<file path="src/rtl/sysio_pkg.sv">
package sysio_pkg;

    localparam int BYTE_W = 8;

    // bit number n is the mask 1 << (7 - n)
    function automatic logic [BYTE_W-1:0] bitn(input int n);
        return 8'(1) << (BYTE_W - 1 - n);
    endfunction

    localparam logic [15:0] A_SRST    = 16'h0092;
    localparam logic [15:0] A_LAMP    = 16'h0808;
    localparam logic [15:0] A_EQUIP   = 16'h080C;
    localparam logic [15:0] A_PWD1    = 16'h0810;
    localparam logic [15:0] A_PWD2    = 16'h0812;
    localparam logic [15:0] A_L2INV   = 16'h0814;
    localparam logic [15:0] A_KEYLOCK = 16'h0818;
    localparam logic [15:0] A_SYSCTL  = 16'h081C;
    localparam logic [15:0] A_MAPTYPE = 16'h0850;
    localparam logic [15:0] A_BOARDID = 16'h0852;

    localparam logic [BYTE_W-1:0] SRST_MASK   = bitn(7);
    localparam logic [BYTE_W-1:0] LE_MASK     = bitn(6);
    localparam logic [BYTE_W-1:0] SYSCTL_MASK = bitn(0) | bitn(1) | bitn(2) | bitn(3);
    localparam logic [BYTE_W-1:0] MAP_MASK    = bitn(7);
    localparam logic [BYTE_W-1:0] KEYLOCK_VAL = '0;
    localparam logic [BYTE_W-1:0] FLOAT_VAL   = '1;

    typedef enum logic [2:0] {
        P_SRST, P_EQUIP, P_SYSCTL, P_MAPTYPE,
        P_BOARDID, P_KEYLOCK, P_WONLY, P_NONE
    } port_e;

    typedef struct packed {
        logic [BYTE_W-1:0] srst;
        logic [BYTE_W-1:0] sysctl;
        logic [BYTE_W-1:0] maptype;
        logic              le_err;
    } ctrl_state_t;

    function automatic port_e decode_port(input logic [15:0] a);
        case (a)
            A_SRST:    return P_SRST;
            A_EQUIP:   return P_EQUIP;
            A_SYSCTL:  return P_SYSCTL;
            A_MAPTYPE: return P_MAPTYPE;
            A_BOARDID: return P_BOARDID;
            A_KEYLOCK: return P_KEYLOCK;
            A_LAMP, A_PWD1, A_PWD2, A_L2INV: return P_WONLY;
            default:   return P_NONE;
        endcase
    endfunction

endpackage

</file>
<file path="src/rtl/sysio_decode.sv">
module sysio_decode
    import sysio_pkg::*;
#(
    parameter int ADDR_W = 16
) (
    input  logic [ADDR_W-1:0] addr,
    output port_e             sel
);
    localparam int PAD_W = (ADDR_W < 16) ? 16 - ADDR_W : 0;

    logic [15:0] addr16;

    generate
        if (ADDR_W >= 16) begin : g_wide
            // upper bits beyond the port space must be zero to hit a port
            logic hi_zero;
            if (ADDR_W > 16) begin : g_hi
                assign hi_zero = (addr[ADDR_W-1:16] == '0);
            end else begin : g_nohi
                assign hi_zero = 1'b1;
            end
            assign addr16 = hi_zero ? addr[15:0] : 16'hFFFF;
        end else begin : g_narrow
            assign addr16 = {{PAD_W{1'b0}}, addr};
        end
    endgenerate

    always_comb sel = decode_port(addr16);

endmodule

</file>
<file path="src/rtl/sysio_ctrl_regs.sv">
module sysio_ctrl_regs
    import sysio_pkg::*;
#(
    parameter logic [7:0] MAP_RST_VAL = 8'h01
) (
    input  logic        clk,
    input  logic        rst,
    input  logic        wr_en,
    input  port_e       sel,
    input  logic [7:0]  wdata,
    output ctrl_state_t st
);
    ctrl_state_t st_q;

    always_ff @(posedge clk) begin
        if (rst) begin
            st_q.srst    <= '0;
            st_q.sysctl  <= '0;
            st_q.maptype <= MAP_RST_VAL & MAP_MASK;
            st_q.le_err  <= 1'b0;
        end else if (wr_en) begin
            case (sel)
                P_SRST: begin
                    st_q.srst <= wdata & SRST_MASK;
                    if ((wdata & LE_MASK) != '0) begin
                        st_q.le_err <= 1'b1;
                    end
                end
                P_SYSCTL:  st_q.sysctl  <= wdata & SYSCTL_MASK;
                P_MAPTYPE: st_q.maptype <= wdata & MAP_MASK;
                default: ;
            endcase
        end
    end

    assign st = st_q;

endmodule

</file>
<file path="src/rtl/sysio_rd_mux.sv">
module sysio_rd_mux
    import sysio_pkg::*;
(
    input  port_e       sel,
    input  ctrl_state_t st,
    input  logic [7:0]  equip,
    input  logic [7:0]  board_id,
    output logic [7:0]  rbyte
);
    always_comb begin
        case (sel)
            P_SRST:    rbyte = st.srst;
            P_EQUIP:   rbyte = equip;
            P_SYSCTL:  rbyte = st.sysctl;
            P_MAPTYPE: rbyte = st.maptype;
            P_BOARDID: rbyte = board_id;
            P_KEYLOCK: rbyte = KEYLOCK_VAL;
            default:   rbyte = FLOAT_VAL;
        endcase
    end
endmodule

</file>
<file path="src/rtl/sysio_parity_win.sv">
module sysio_parity_win #(
    parameter logic [31:0] BASE   = 32'hBFFF_EFF0,
    parameter int          BE_W   = 4,
    parameter int          DATA_W = 32
) (
    input  logic              clk,
    input  logic              rst,
    input  logic              rd,
    input  logic [31:0]       addr,
    input  logic [BE_W-1:0]   be,
    output logic [DATA_W-1:0] rdata,
    output logic              ack,
    output logic              err
);
    localparam logic [31:0] WORD_MASK = ~32'(BE_W - 1);

    logic in_win;
    logic full_word;

    assign in_win    = (addr & WORD_MASK) == (BASE & WORD_MASK);
    assign full_word = &be;

    always_ff @(posedge clk) begin
        if (rst) begin
            ack   <= 1'b0;
            err   <= 1'b0;
            rdata <= '0;
        end else begin
            ack   <= rd && in_win;
            err   <= rd && in_win && !full_word;
            rdata <= '0;
        end
    end
endmodule

</file>
<file path="src/rtl/sysio_regblk.sv">
module sysio_regblk
    import sysio_pkg::*;
#(
    parameter int          ADDR_W      = 16,
    parameter logic [7:0]  MAP_RST_VAL = 8'h01,
    parameter logic [31:0] WIN_BASE    = 32'hBFFF_EFF0
) (
    input  logic              clk,
    input  logic              rst,
    input  logic [ADDR_W-1:0] io_addr,
    input  logic [7:0]        io_wdata,
    input  logic              io_wr,
    input  logic              io_rd,
    output logic [7:0]        io_rdata,
    input  logic [7:0]        equip_strap,
    input  logic [7:0]        board_id_strap,
    input  logic              mm_rd,
    input  logic [31:0]       mm_addr,
    input  logic [3:0]        mm_be,
    output logic [31:0]       mm_rdata,
    output logic              mm_ack,
    output logic              mm_err,
    output logic              soft_reset_o,
    output logic              noncontig_map_o,
    output logic              le_unsup_o
);
    port_e       sel;
    ctrl_state_t st;
    logic [7:0]  rbyte;
    logic [7:0]  rdata_q;

    sysio_decode #(.ADDR_W(ADDR_W)) u_dec (
        .addr (io_addr),
        .sel  (sel)
    );

    sysio_ctrl_regs #(.MAP_RST_VAL(MAP_RST_VAL)) u_regs (
        .clk   (clk),
        .rst   (rst),
        .wr_en (io_wr),
        .sel   (sel),
        .wdata (io_wdata),
        .st    (st)
    );

    sysio_rd_mux u_mux (
        .sel      (sel),
        .st       (st),
        .equip    (equip_strap),
        .board_id (board_id_strap),
        .rbyte    (rbyte)
    );

    sysio_parity_win #(.BASE(WIN_BASE), .BE_W(4), .DATA_W(32)) u_win (
        .clk   (clk),
        .rst   (rst),
        .rd    (mm_rd),
        .addr  (mm_addr),
        .be    (mm_be),
        .rdata (mm_rdata),
        .ack   (mm_ack),
        .err   (mm_err)
    );

    always_ff @(posedge clk) begin
        if (rst) begin
            rdata_q <= '0;
        end else if (io_rd) begin
            rdata_q <= rbyte;
        end
    end

    assign io_rdata        = rdata_q;
    assign soft_reset_o    = |(st.srst & SRST_MASK);
    assign noncontig_map_o = |(st.maptype & MAP_MASK);
    assign le_unsup_o      = st.le_err;

endmodule

</file>
<file path="config.mk">
export PLATFORM = sky130hd
export DESIGN_NAME = sysio_regblk
export DESIGN_NICKNAME = d
export VERILOG_FILES = /design/src/rtl/sysio_pkg.sv /design/src/rtl/sysio_decode.sv /design/src/rtl/sysio_ctrl_regs.sv /design/src/rtl/sysio_rd_mux.sv /design/src/rtl/sysio_parity_win.sv /design/src/rtl/sysio_regblk.sv
export SDC_FILE = /design/constraint.sdc
export NUM_CORES = 1
export LEC_CHECK = 0
export ABC_AREA = 1
export BUFFER_PORTS_ARGS = -buffer_cell sky130_fd_sc_hd__buf_2
export CAP_MARGIN = 20
export CORE_ASPECT_RATIO = 0.75
export CORE_MARGIN = 2
export CORE_UTILIZATION = 39
export DETAILED_ROUTE_END_ITERATION = 10
export PLACE_DENSITY = 0.83
export SLEW_MARGIN = 30
export SYNTH_ARGS = -nofsm -noshare
export SYNTH_HDL_FRONTEND = slang
export SYNTH_SLANG_ARGS = --single-unit
</file>
<file path="constraint.sdc">
create_clock -name clk -period 1.6 [get_ports clk]
set_input_delay 0.32 -clock clk [delete_from_list [all_inputs] [get_ports clk]]
set_output_delay 0.32 -clock clk [all_outputs]
set_load 0.1 [all_outputs]
</file>
Yosys cells after proc, flatten, opt, wreduce, memory -nomap -nowiden
Index checks and enable logic that the tools add are counted.
- register bits after elaboration: 17
- output and inout bits: 45
- logic and storage cells: 35
- eq/ne operators: 16
- muxes and demuxes: 2
- reductions and logical operators: 10
- operators with widths (operator ; number):
    $eq 16x12->1 const B ; 9
    $pmux 8 s6 ; 1
    $eq 30x30->1 const B ; 1
    $pmux 3 s7 ; 1
    $eq 16x8->1 const B ; 1
    $eq 3x2->1 const B ; 2
    $eq 3x3->1 const B ; 2
    $reduce_and 2->1 ; 3
    $reduce_and 4->1 ; 1
    $reduce_or 4->1 ; 1
    $eq 3x1->1 const B ; 1
    $logic_not 3->1 ; 1
    $reduce_and 3->1 ; 1
    $logic_and 1x1->1 ; 2
    $logic_not 1->1 ; 1

Logic depth before layout (Yosys ltp)
Gate-level depths: netlist of run 1.
- word-level depth: 5
- gate-level depth with buffers: 12
- depth with buffers taken out: 11

Cells and area by module
Synthesis of run 1 repeated with hierarchy kept, for this count alone.
- cell total of the unflattened synthesis: 371
- area, all modules: 2079.5 um^2
- modules (own cells, without submodules) (module ; times used ; cells each ; area an instance (um^2)):
    sysio_ctrl_regs ; 1 ; 70 ; 488.0
    sysio_rd_mux ; 1 ; 100 ; 480.5
    sysio_parity_win ; 1 ; 76 ; 440.4
    sysio_regblk ; 1 ; 51 ; 341.6
    sysio_decode ; 1 ; 74 ; 329.1

Worst setup path before layout of run 1
Ideal clock, no wire load.
- path kind: flip-flop to flip-flop
- start: reg u_regs.st_q (netlist bit u_regs.st[1])
- end: reg rdata_q[0] (netlist: io_rdata[0])
- arrival time: 1.404 ns
- setup slack: 0.125 ns
- cell stages (with the launch flop): 7
- buffers on the path: 0
- cells stage by stage: dfxtp_1 -> nand3_1 -> nand2_1 -> nor2_1 -> nand2_1 -> nand2_1 -> a21oi_2
- cells in the longest elaborated chain, start to end: 1
- ends and longest elaborated chain (element ; line ; RTL):
    start: declaration ; sysio_ctrl_regs.sv:13 ; ctrl_state_t st_q;
    $pmux 8 s6 ; sysio_rd_mux.sv:11 ; case (sel)
    end signal: assignment ; sysio_regblk.sv:69 ; rdata_q <= rbyte;
    end: declaration ; sysio_regblk.sv:30 ; logic [7:0] rdata_q;
Every way passes these cells.
A chain may end at the register's enable or synchronous reset.

Final worst setup path of run 1
- start: reg u_regs.st_q (netlist bit u_regs.st[1])
- end: out noncontig_map_o
- RTL lines (element ; line ; RTL):
    end: declaration ; sysio_regblk.sv:24 ; output logic noncontig_map_o,
No word-level cell between the ends.

==> results of run 1 <==
[cells in the final DEF (no fill, tap or decap)]
cell type,netlist,final
o21ai_0,6,6
clkbuf_8,0,3
clkinv_2,0,1
nand4_2,1,1
nor2_2,9,9
nand2_2,8,8
buf_4,33,4
nor2_4,6,6
nand3_1,21,21
nand4_1,7,7
a21oi_2,8,8
nor3_2,1,1
conb_1,1,32
a21oi_1,6,6
nor2_1,21,21
buf_2,0,89
nor3_1,1,1
dfxtp_1,17,17
inv_1,22,22
inv_2,1,1
nor3b_1,3,3
nand2_1,54,54
nand2_4,1,1
[cells in the mapped netlist]
master	count	share of area (%)
nand2_1	54	14
buf_4	33	17
inv_1	22	5.5
nand3_1	21	7.0
nor2_1	21	5.3
dfxtp_1	17	23
nor2_2	9	3.8
a21oi_2	8	4.7
nand2_2	8	3.3
nand4_1	7	2.9
a21oi_1	6	2.0
nor2_4	6	4.5
o21ai_0	6	2.0
nor3b_1	3	1.5
buf_6	2	1.5
clkbuf_1	1	0.25
conb_1	1	0.25
inv_2	1	0.25
nand2_4	1	0.75
nand4_2	1	0.83
nor3_1	1	0.33
nor3_2	1	0.67
[tightest hold or removal path, cell delays in order]
cell	delay, ns
buf_2	0.08
nor3b_1	0.04
nand4_1	0.08
nor2_1	0.04
[worst min path at each step]
stage                    endpoint     startpoint  depth (start not counted)
global placement     u_regs.st[0]   u_regs.st[0]                          2
floorplan           u_regs.st[13]  u_regs.st[13]                          2
CTS                  u_regs.st[1]    io_wdata[0]                          3
detailed placement  u_regs.st[16]  u_regs.st[16]                          2
finish                  u_win.ack    mm_addr[12]                          4
global route        u_regs.st[13]    io_wdata[4]                          3
[layout make-up]
class | instances | area [sq um] | share of cell area [%]
Multi-Input combinational cell | 185 | 916 | 47.5
Timing Repair Buffer | 93 | 475 | 24.6
Sequential cell | 17 | 340 | 17.6
Inverter | 23 | 86.3 | 4.47
Tap cell | 52 | 65.1 | 3.37
Clock buffer | 3 | 41.3 | 2.14
Clock inverter | 1 | 5.00 | 0.259
[per-stage QoR]
stage / power [mW] / instances / util (%) / hold WS [ns] / setup slack, ns
floorplan: 1.01 / 261 / - / 0.423 / 0.125
global placement: 1.06 / 370 / 51.1 / 0.438 / 0.0869
detailed placement: 1.07 / 370 / 51.1 / 0.447 / 0.0658
CTS: 1.40 / 374 / 52.4 / 0.340 / 0.219
global route: 1.45 / 374 / 52.4 / 0.347 / 0.185
finish: 1.38 / 374 / 52.4 / 0.341 / 0.233
[metal layers]
layer	routed length (um)	GRT usage, %
met5	0	0
met2	1720	27.3
met1	1460	20.6
met3	426	5.57
met4	25	3.76
[state kept, by name, indices dropped and copies added, names as in the netlist]
signal	flops
io_rdata	8
u_regs.st	7
u_win.ack	1
u_win.err	1
[power by group through the flow]
stage	Combinational (mW)	Clock [mW]	Sequential, mW
floorplan	0.462	0	0.547
global route	0.648	0.355	0.444
finish	0.619	0.321	0.443
global placement	0.613	0	0.452
CTS	0.619	0.336	0.443
detailed placement	0.618	0	0.453
[kinds of logic (layout without fill, tap and decap cells)]
kind of cell	count (synthesis)	after routing	synth area share, %
AO/OA/AOI/OAI	20	20	8.67
buffers and inverters	59	120	24.0
flip-flops	17	17	22.7
other	1	32	0.250
AND/OR/NAND/NOR	133	133	44.4
==> results.toml, run 1 <==
[run_status]
status = "finished, final reports clean"

[global_route]
grt_usage_pct = 16.5
grt_first_pass_wirelength_mm = 5.58
grt_max_degree = 11
antenna_found_initial = 0
grt_pass1_vias = 1350
overflow = 0

[detailed_routing]
drc = 0
drt_iter0_drc = 74
drt-pass1-iter-count = 4
routed_wl_mm = 3.63
postRouteAntennaNets = 0
routedWlPerCell_um = 9.70
viasPerCell = 4.37
vias = 1636

[power]
p_comb_share_pct = 44.7
ir_drop_mv = 0.413
power_density_nw_per_um2 = 717
p_int_mw = 0.714
switching_share_pct = 48.4
switchingPower_mw = 0.670
clockPowerShare_pct = 23.2
p_leak_nw = 1.01
pwr-share-seq_pct = 32.0

[critical_path]
cp_top_family = "buffers and inverters"
cp_max_fo = 3
cp-endpoint = "noncontig_map_o"
path_depth = 1
worstSetupStartpoint = "u_regs.st[1]"
crit_type = "flip-flop to output pin"
r2r_slack_ns = 0.72
path_cells = "buf_2"
start_kind = "flip-flop"
cpMaxStageDelayCell = "buf_2"
rr_endpoint = "io_rdata[0]"
r2r_start = "u_regs.st[17]"
max_stage_delay_ns = 0.44
cp.arrival_ns = 1.05
rr_worst_depth = 6
cp-end-kind = "output pin"
critPathRequiredTime_ns = 1.28
crit_buf_inv = 1

[clock_network]
path_clk_slew_ns = 0.07
hold_buffers = 0
cts_buffers = 3
cts_sinks = 17
cts_tree = "done"
cts_max_path_buffers = 2
htreeDepth = 1
root_buffer = "clkbuf_8"
clkLatencyLatePin_ns = 0.26
post_cts_buffers = 0
cts_resized = 0

[place]
dpl-instance-area_sq_um = 1880
port_buffers = 89
gp_congestion = 0.867
dp.final_hpwl_mm = 3.15

[die]
std_cell_rows = 19
die_area_sq_um = 4360
boundaryPins = 126
initial_utilization_pct = 40.7
die_x_um = 75.6
fp.dieH_um = 57.7
core_area_sq_um = 3680

[sta]
period_minus_slack_ns = 1.37
skew_ns = 0.00322
period_share_pct = 85.5
setup_viol = 0
hold_viol_final = 0
tns_ns = 0
rsz0062_at_grt = "false"
drv_slew = 0
clock.fmax_ghz = 0.731

[synthesis]
yosysSeqAreaShare_pct = 22.7
synthCells = 230
ys_warn_count = 0
synth_area_sq_um = 1500
synth_seq_cells = 17
synth.distinct_cells = 22
synth_area_per_cell_sq_um = 6.52

[finish]
drive_gt1_share_pct = 41.0
nNetsFinal = 404
fin_area_sq_um = 1930
nFillCells = 381
n_antenna_cell = 0
areaGrowthSynthToFinish_pct = 28.6

[run]
max_cap_violations = 0

[hold_path]
hold_class = "input port to flip-flop"
(Power assumes the default switching activity.)
==> run 2, diff against run 1 <==
--- a/config.mk
+++ b/config.mk
@@ -8,11 +8,13 @@
 export ABC_AREA = 1
 export BUFFER_PORTS_ARGS = -buffer_cell sky130_fd_sc_hd__buf_2
 export CAP_MARGIN = 20
+export CELL_PAD_IN_SITES_DETAIL_PLACEMENT = 0
+export CELL_PAD_IN_SITES_GLOBAL_PLACEMENT = 1
 export CORE_ASPECT_RATIO = 0.75
 export CORE_MARGIN = 2
-export CORE_UTILIZATION = 39
+export CORE_UTILIZATION = 24
 export DETAILED_ROUTE_END_ITERATION = 10
-export PLACE_DENSITY = 0.83
+export PLACE_DENSITY = 0.82
 export SLEW_MARGIN = 30
 export SYNTH_ARGS = -nofsm -noshare
 export SYNTH_HDL_FRONTEND = slang
==> run 2 against run 1 <==
Against the previous run: first-iteration DRC count decreased by 61%; sequential share of layout area decreased by 0.52 points; critical path depth unchanged; core utilization decreased by 19 points; largest power group unchanged; count of clock-buffer cells in the layout increased by 1; design area increased by 3.0%; flip-flop and latch count unchanged; clock skew decreased by 0.0014 ns; global-route usage decreased by 5.7 points; via count decreased by 3.0%; worst setup slack improved by 0.010 ns.
==> results.toml, run 2 (synthesized netlist as in run 1, its figures left out) <==
[sta]
period_share_pct = 84.8
setup_viol = 0
drv_slew = 0
hold_viol_final = 0
skew_ns = 0.00178
period_minus_slack_ns = 1.36
clock.fmax_ghz = 0.737
rsz0062_at_grt = "false"
tns_ns = 0

[die]
std_cell_rows = 24
boundaryPins = 126
die_area_sq_um = 6910
die_x_um = 95.3
fp.dieH_um = 72.5
initial_utilization_pct = 25.4
core_area_sq_um = 5920

[finish]
final_cell_mix = "89 x buf_2, 54 x nand2_1, 32 x conb_1"
nNetsFinal = 406
largest_reg_flops = 8
areaGrowthSynthToFinish_pct = 32.5
final_common_cell = "buf_2"
n_antenna_cell = 0
drive_gt1_share_pct = 41.0
finish.utilization_pct = 33.6
finalNonFillerCells = 402

[place]
port_buffers = 89
dp.final_hpwl_mm = 3.35
gp_congestion = 0.806
post-place-cells = 398

[clock_network]
cts_sinks = 17
post_cts_buffers = 0
cts_resized = 0
cts_tree = "done"
clkLatencyLatePin_ns = 0.25
htreeDepth = 1
hold_buffers = 0
path_clk_slew_ns = 0.06
root_buffer = "clkbuf_8"
cts_max_path_buffers = 2
cts_buffers = 3

[detailed_routing]
routed_wl_mm = 3.82
postRouteAntennaNets = 0
drt-pass1-iter-count = 4
vias = 1587
drc = 0
viasPerCell = 3.95
routedWlPerCell_um = 9.50
drt_iter0_drc = 29

[critical_path]
path_cells = "buf_2"
cpMaxStageDelayCell = "buf_2"
cp_max_fo = 3
cp-end-kind = "output pin"
start_kind = "flip-flop"
crit_buf_inv = 1
r2r_slack_ns = 0.73
cp_top_family = "buffers and inverters"
critPathRequiredTime_ns = 1.28
crit_type = "flip-flop to output pin"
max_stage_delay_ns = 0.44
cp.arrival_ns = 1.04

[global_route]
grt_max_degree = 11
grt_pass1_vias = 1409
overflow = 0
antenna_found_initial = 1
grt_usage_pct = 10.8
grt_first_pass_wirelength_mm = 5.97

[hold_path]
hold_class = "input port to flip-flop"

[run]
max_cap_violations = 0

[power]
power_density_nw_per_um2 = 690
p_leak_nw = 1.02
ir_drop_mv = 0.276

[run_status]
status = "finished, final reports clean"
[run 2: layout make-up]
| type | count | area [sq um] |
|---|---|---|
| well taps | 78 | 97.6 |
| repair buffers | 95 | 503 |
| fillers | 665 | 3930 |
| multi-input cells | 185 | 916 |
| inverters | 23 | 86.3 |
| flip-flops and latches | 17 | 340 |
| clock buffers | 4 | 45.0 |
[run 2: power by group]
group	switching (mW)	total [mW]	internal, mW
Sequential	0.00599	0.443	0.437
Clock	0.133	0.309	0.176
Combinational	0.515	0.619	0.105
[run 2: final timing paths]
path	from	to	cells after the start
worst min register to register	u_regs.st[16]	u_regs.st[16]	2
worst max register to register	u_regs.st[17]	io_rdata[0]	6
worst min-delay path	io_wdata[7]	u_regs.st[16]	3
worst max-delay path	u_regs.st[17]	soft_reset_o	1
[run 2: metal layers]
| metal | GRT usage, % | vias up | part of all wire, % |
|---|---|---|---|
| met3 | 3.43 | 2 | 11 |
| met1 | 13.5 | 664 | 44 |
| met4 | 1.45 | 2 | 0 |
| met5 | 0 | - | 0.29 |
| li1 | - | 850 | - |
| met2 | 18.5 | 69 | 45 |
[run 2: through the flow]
step / instance area, sq um / power [mW] / setup slack, ns / hold WS, ns
detailed placement: 1940 / 1.07 / 0.0334 / 0.441
CTS: 1990 / 1.39 / 0.227 / 0.340
finish: 1990 / 1.37 / 0.243 / 0.345
floorplan: 1620 / 1.01 / 0.125 / 0.423
global placement: 1940 / 1.07 / 0.0438 / 0.436
global route: 1990 / 1.43 / 0.142 / 0.352
[run 2: worst register-to-register path: cells and delay by family, from the launching register on]
kind             cells  cell delay [ns]
AND/OR/NAND/NOR      5             0.41
flip-flops           1             0.32
AO/OA/AOI/OAI        1             0.05
==> run 3, diff against run 2 <==
--- a/config.mk
+++ b/config.mk
@@ -12,9 +12,9 @@
 export CELL_PAD_IN_SITES_GLOBAL_PLACEMENT = 1
 export CORE_ASPECT_RATIO = 0.75
 export CORE_MARGIN = 2
-export CORE_UTILIZATION = 24
+export CORE_UTILIZATION = 22
 export DETAILED_ROUTE_END_ITERATION = 10
-export PLACE_DENSITY = 0.82
+export PLACE_DENSITY = 0.79
 export SLEW_MARGIN = 30
 export SYNTH_ARGS = -nofsm -noshare
 export SYNTH_HDL_FRONTEND = slang
==> constraint.sdc (replaced) <==
create_clock -name clk -period 1.1 [get_ports clk]
set_input_delay 0.22 -clock clk [delete_from_list [all_inputs] [get_ports clk]]
set_output_delay 0.22 -clock clk [all_outputs]
set_load 0.1 [all_outputs]
==> run 3 against run 2 <==
Against the previous run: the flow now finishes with violations (setup timing); flip-flop and latch count did not move; global-route usage fell by 0.077 points; register-to-register slack got worse by 0.51 ns; die area rose by 8.6%; worst setup slack got worse by 0.25 ns; design area rose by 26%; clock power rose by 53%; critical endpoint is now io_rdata[6]; largest power group unchanged; highest routed layer is now met4.
==> results.toml, run 3 (synthesized netlist as in run 1, its figures left out) <==
[sta]
period_minus_slack_ns = 1.11
period_share_pct = 101
drv_slew = 0
hold_viol_final = 0
rsz0062_at_grt = "true"
skew_ns = 0.000588
whs_ns = 0.219
clock.fmax_ghz = 0.901
layout_setup_ws_ns = -0.0102
setup_viol = 2

[critical_path]
cp-endpoint = "io_rdata[6]"
worstSetupStartpoint = "io_addr[0]"
cpMaxStageDelayCell = "buf_6"
cp_max_fo = 4
max_stage_delay_ns = 0.14
cp.arrival_ns = 1.30
critPathRequiredTime_ns = 1.29
rr_worst_depth = 6
r2r_slack_ns = 0.22
cp_top_family = "simple AND/OR/NAND/NOR gates"
r2r_start = "u_regs.st[17]"
crit_type = "input port to flip-flop"
cp-end-kind = "flip-flop"
critPathMostFrequentCell = "nand2_2"
path_cells = "buf_2, nor2_4, nand2_2, nor2_4, nand2_2, buf_6, nor2_2, nor2_1, nand2_2, nand2_2, a21oi_2"
crit_buf_inv = 2
start_kind = "input port"
path_depth = 11
rr_endpoint = "io_rdata[0]"

[finish]
drive_gt1_share_pct = 53.0
final_cell_mix = "64 x buf_2, 48 x nand2_1, 32 x conb_1"
final_common_cell = "buf_2"
nNetsFinal = 416
finish.utilization_pct = 37.3
largest_reg_flops = 8
fin_area_sq_um = 2500
finalNonFillerCells = 418
areaGrowthSynthToFinish_pct = 66.8
n_antenna_cell = 0

[power]
p_int_mw = 1.15
switching_share_pct = 46.9
pwr-share-seq_pct = 30.4
power_density_nw_per_um2 = 870
clockPowerShare_pct = 21.7
p_leak_nw = 1.19
p_comb_share_pct = 48.0
switchingPower_mw = 1.02
ir_drop_mv = 0.321

[global_route]
grt_usage_pct = 10.7
grt_first_pass_wirelength_mm = 6.38
overflow = 0
grt_max_degree = 11
grt_pass1_vias = 1455
antenna_found_initial = 0

[die]
die_area_sq_um = 7500
core_area_sq_um = 6700
boundaryPins = 126
fp.dieH_um = 75.5
initial_utilization_pct = 22.4
std_cell_rows = 26
die_x_um = 99.4

[hold_path]
min-delay-start = "io_wdata[4]"
hold_class = "input port to flip-flop"
whs_path_depth = 3

[clock_network]
htreeDepth = 1
cts_buffers = 3
cts_max_path_buffers = 2
root_buffer = "clkbuf_8"
path_clk_slew_ns = 0.06
cts_tree = "done"
clkLatencyLatePin_ns = 0.25
cts_sinks = 17

[detailed_routing]
routedWlPerCell_um = 10.1
viasPerCell = 3.94
vias = 1648
drt_iter0_drc = 45
routed_wl_mm = 4.21
drt-pass1-iter-count = 4
postRouteAntennaNets = 0
drc = 0

[run_status]
status = "complete, but fails checks"
violations = "setup timing"

[run]
max_cap_violations = 0

[place]
port_buffers = 89
dpl-instance-area_sq_um = 2220
post-place-cells = 412
gp_congestion = 0.792
pre_cts_ws_ns = -0.389
dp.final_hpwl_mm = 3.47
==> run 3: worst min path at each step <==
| stage | end | slack [ns] |
|---|---|---|
| 2_1_floorplan | u_regs.st[0] | 0.38 |
| 4_1_cts | u_regs.st[13] | 0.21 |
| 5_1_grt | u_win.ack | 0.25 |
| 3_3_place_gp | u_regs.st[16] | 0.45 |
| 3_5_place_dp | u_regs.st[16] | 0.45 |
| 6_report | u_regs.st[13] | 0.22 |
==> run 3: power groups by stage <==
| stage | logic, mW | clock network, mW | registers (mW) |
|---|---|---|---|
| final | 1.04 | 0.472 | 0.660 |
| after global routing | 1.09 | 0.507 | 0.662 |
| after global placement | 0.977 | 0 | 0.674 |
| after floorplan | 0.675 | 0 | 0.801 |
| after CTS | 1.01 | 0.493 | 0.660 |
| after detailed placement | 0.982 | 0 | 0.674 |
==> run 3: what timing repair did <==
item                                    in CTS  in global routing
buffers inserted                             1                  0
pin swaps                                   14                 27
gates cloned                                 1                  0
endpoints found under the setup margin       8                 12
gates resized for setup                     15                 41
hold buffers                                 0                  0
==> run 3: layer usage <==
metal  vias up  part of all wire [%]  wire, um  GRT usage [%]
met4         0                  0.21         9           1.83
met3         2                   8.6       361           3.39
met1       703                    44      1860           13.7
li1        874                     -         -              -
met5         -                     0         0              0
met2        69                    47      1980           18.1
==> run 3: area by class of cell <==
class | instances | area, sq um
fillers | 719 | 4200
multi-input cells | 186 | 1070
repair buffers | 104 | 843
flip-flops and latches | 17 | 357
well taps | 84 | 105
inverters | 23 | 86.3
clock buffers | 4 | 45.0
==> run 3: metrics by stage <==
step	total power [mW]	setup TNS [ns]
5_1_grt	2.26	-0.732
4_1_cts	2.16	-0.0320
6_report	2.18	-0.0198
3_3_place_gp	1.65	-3.85
3_5_place_dp	1.66	-4.17
2_1_floorplan	1.48	-0.959
==> run 3: worst reg2reg max path: cells and delay by family (launching register included) <==
| kind | cells | cell delay, ns |
|---|---|---|
| simple gates | 5 | 0.38 |
| flops | 1 | 0.35 |
| compound gates | 1 | 0.05 |
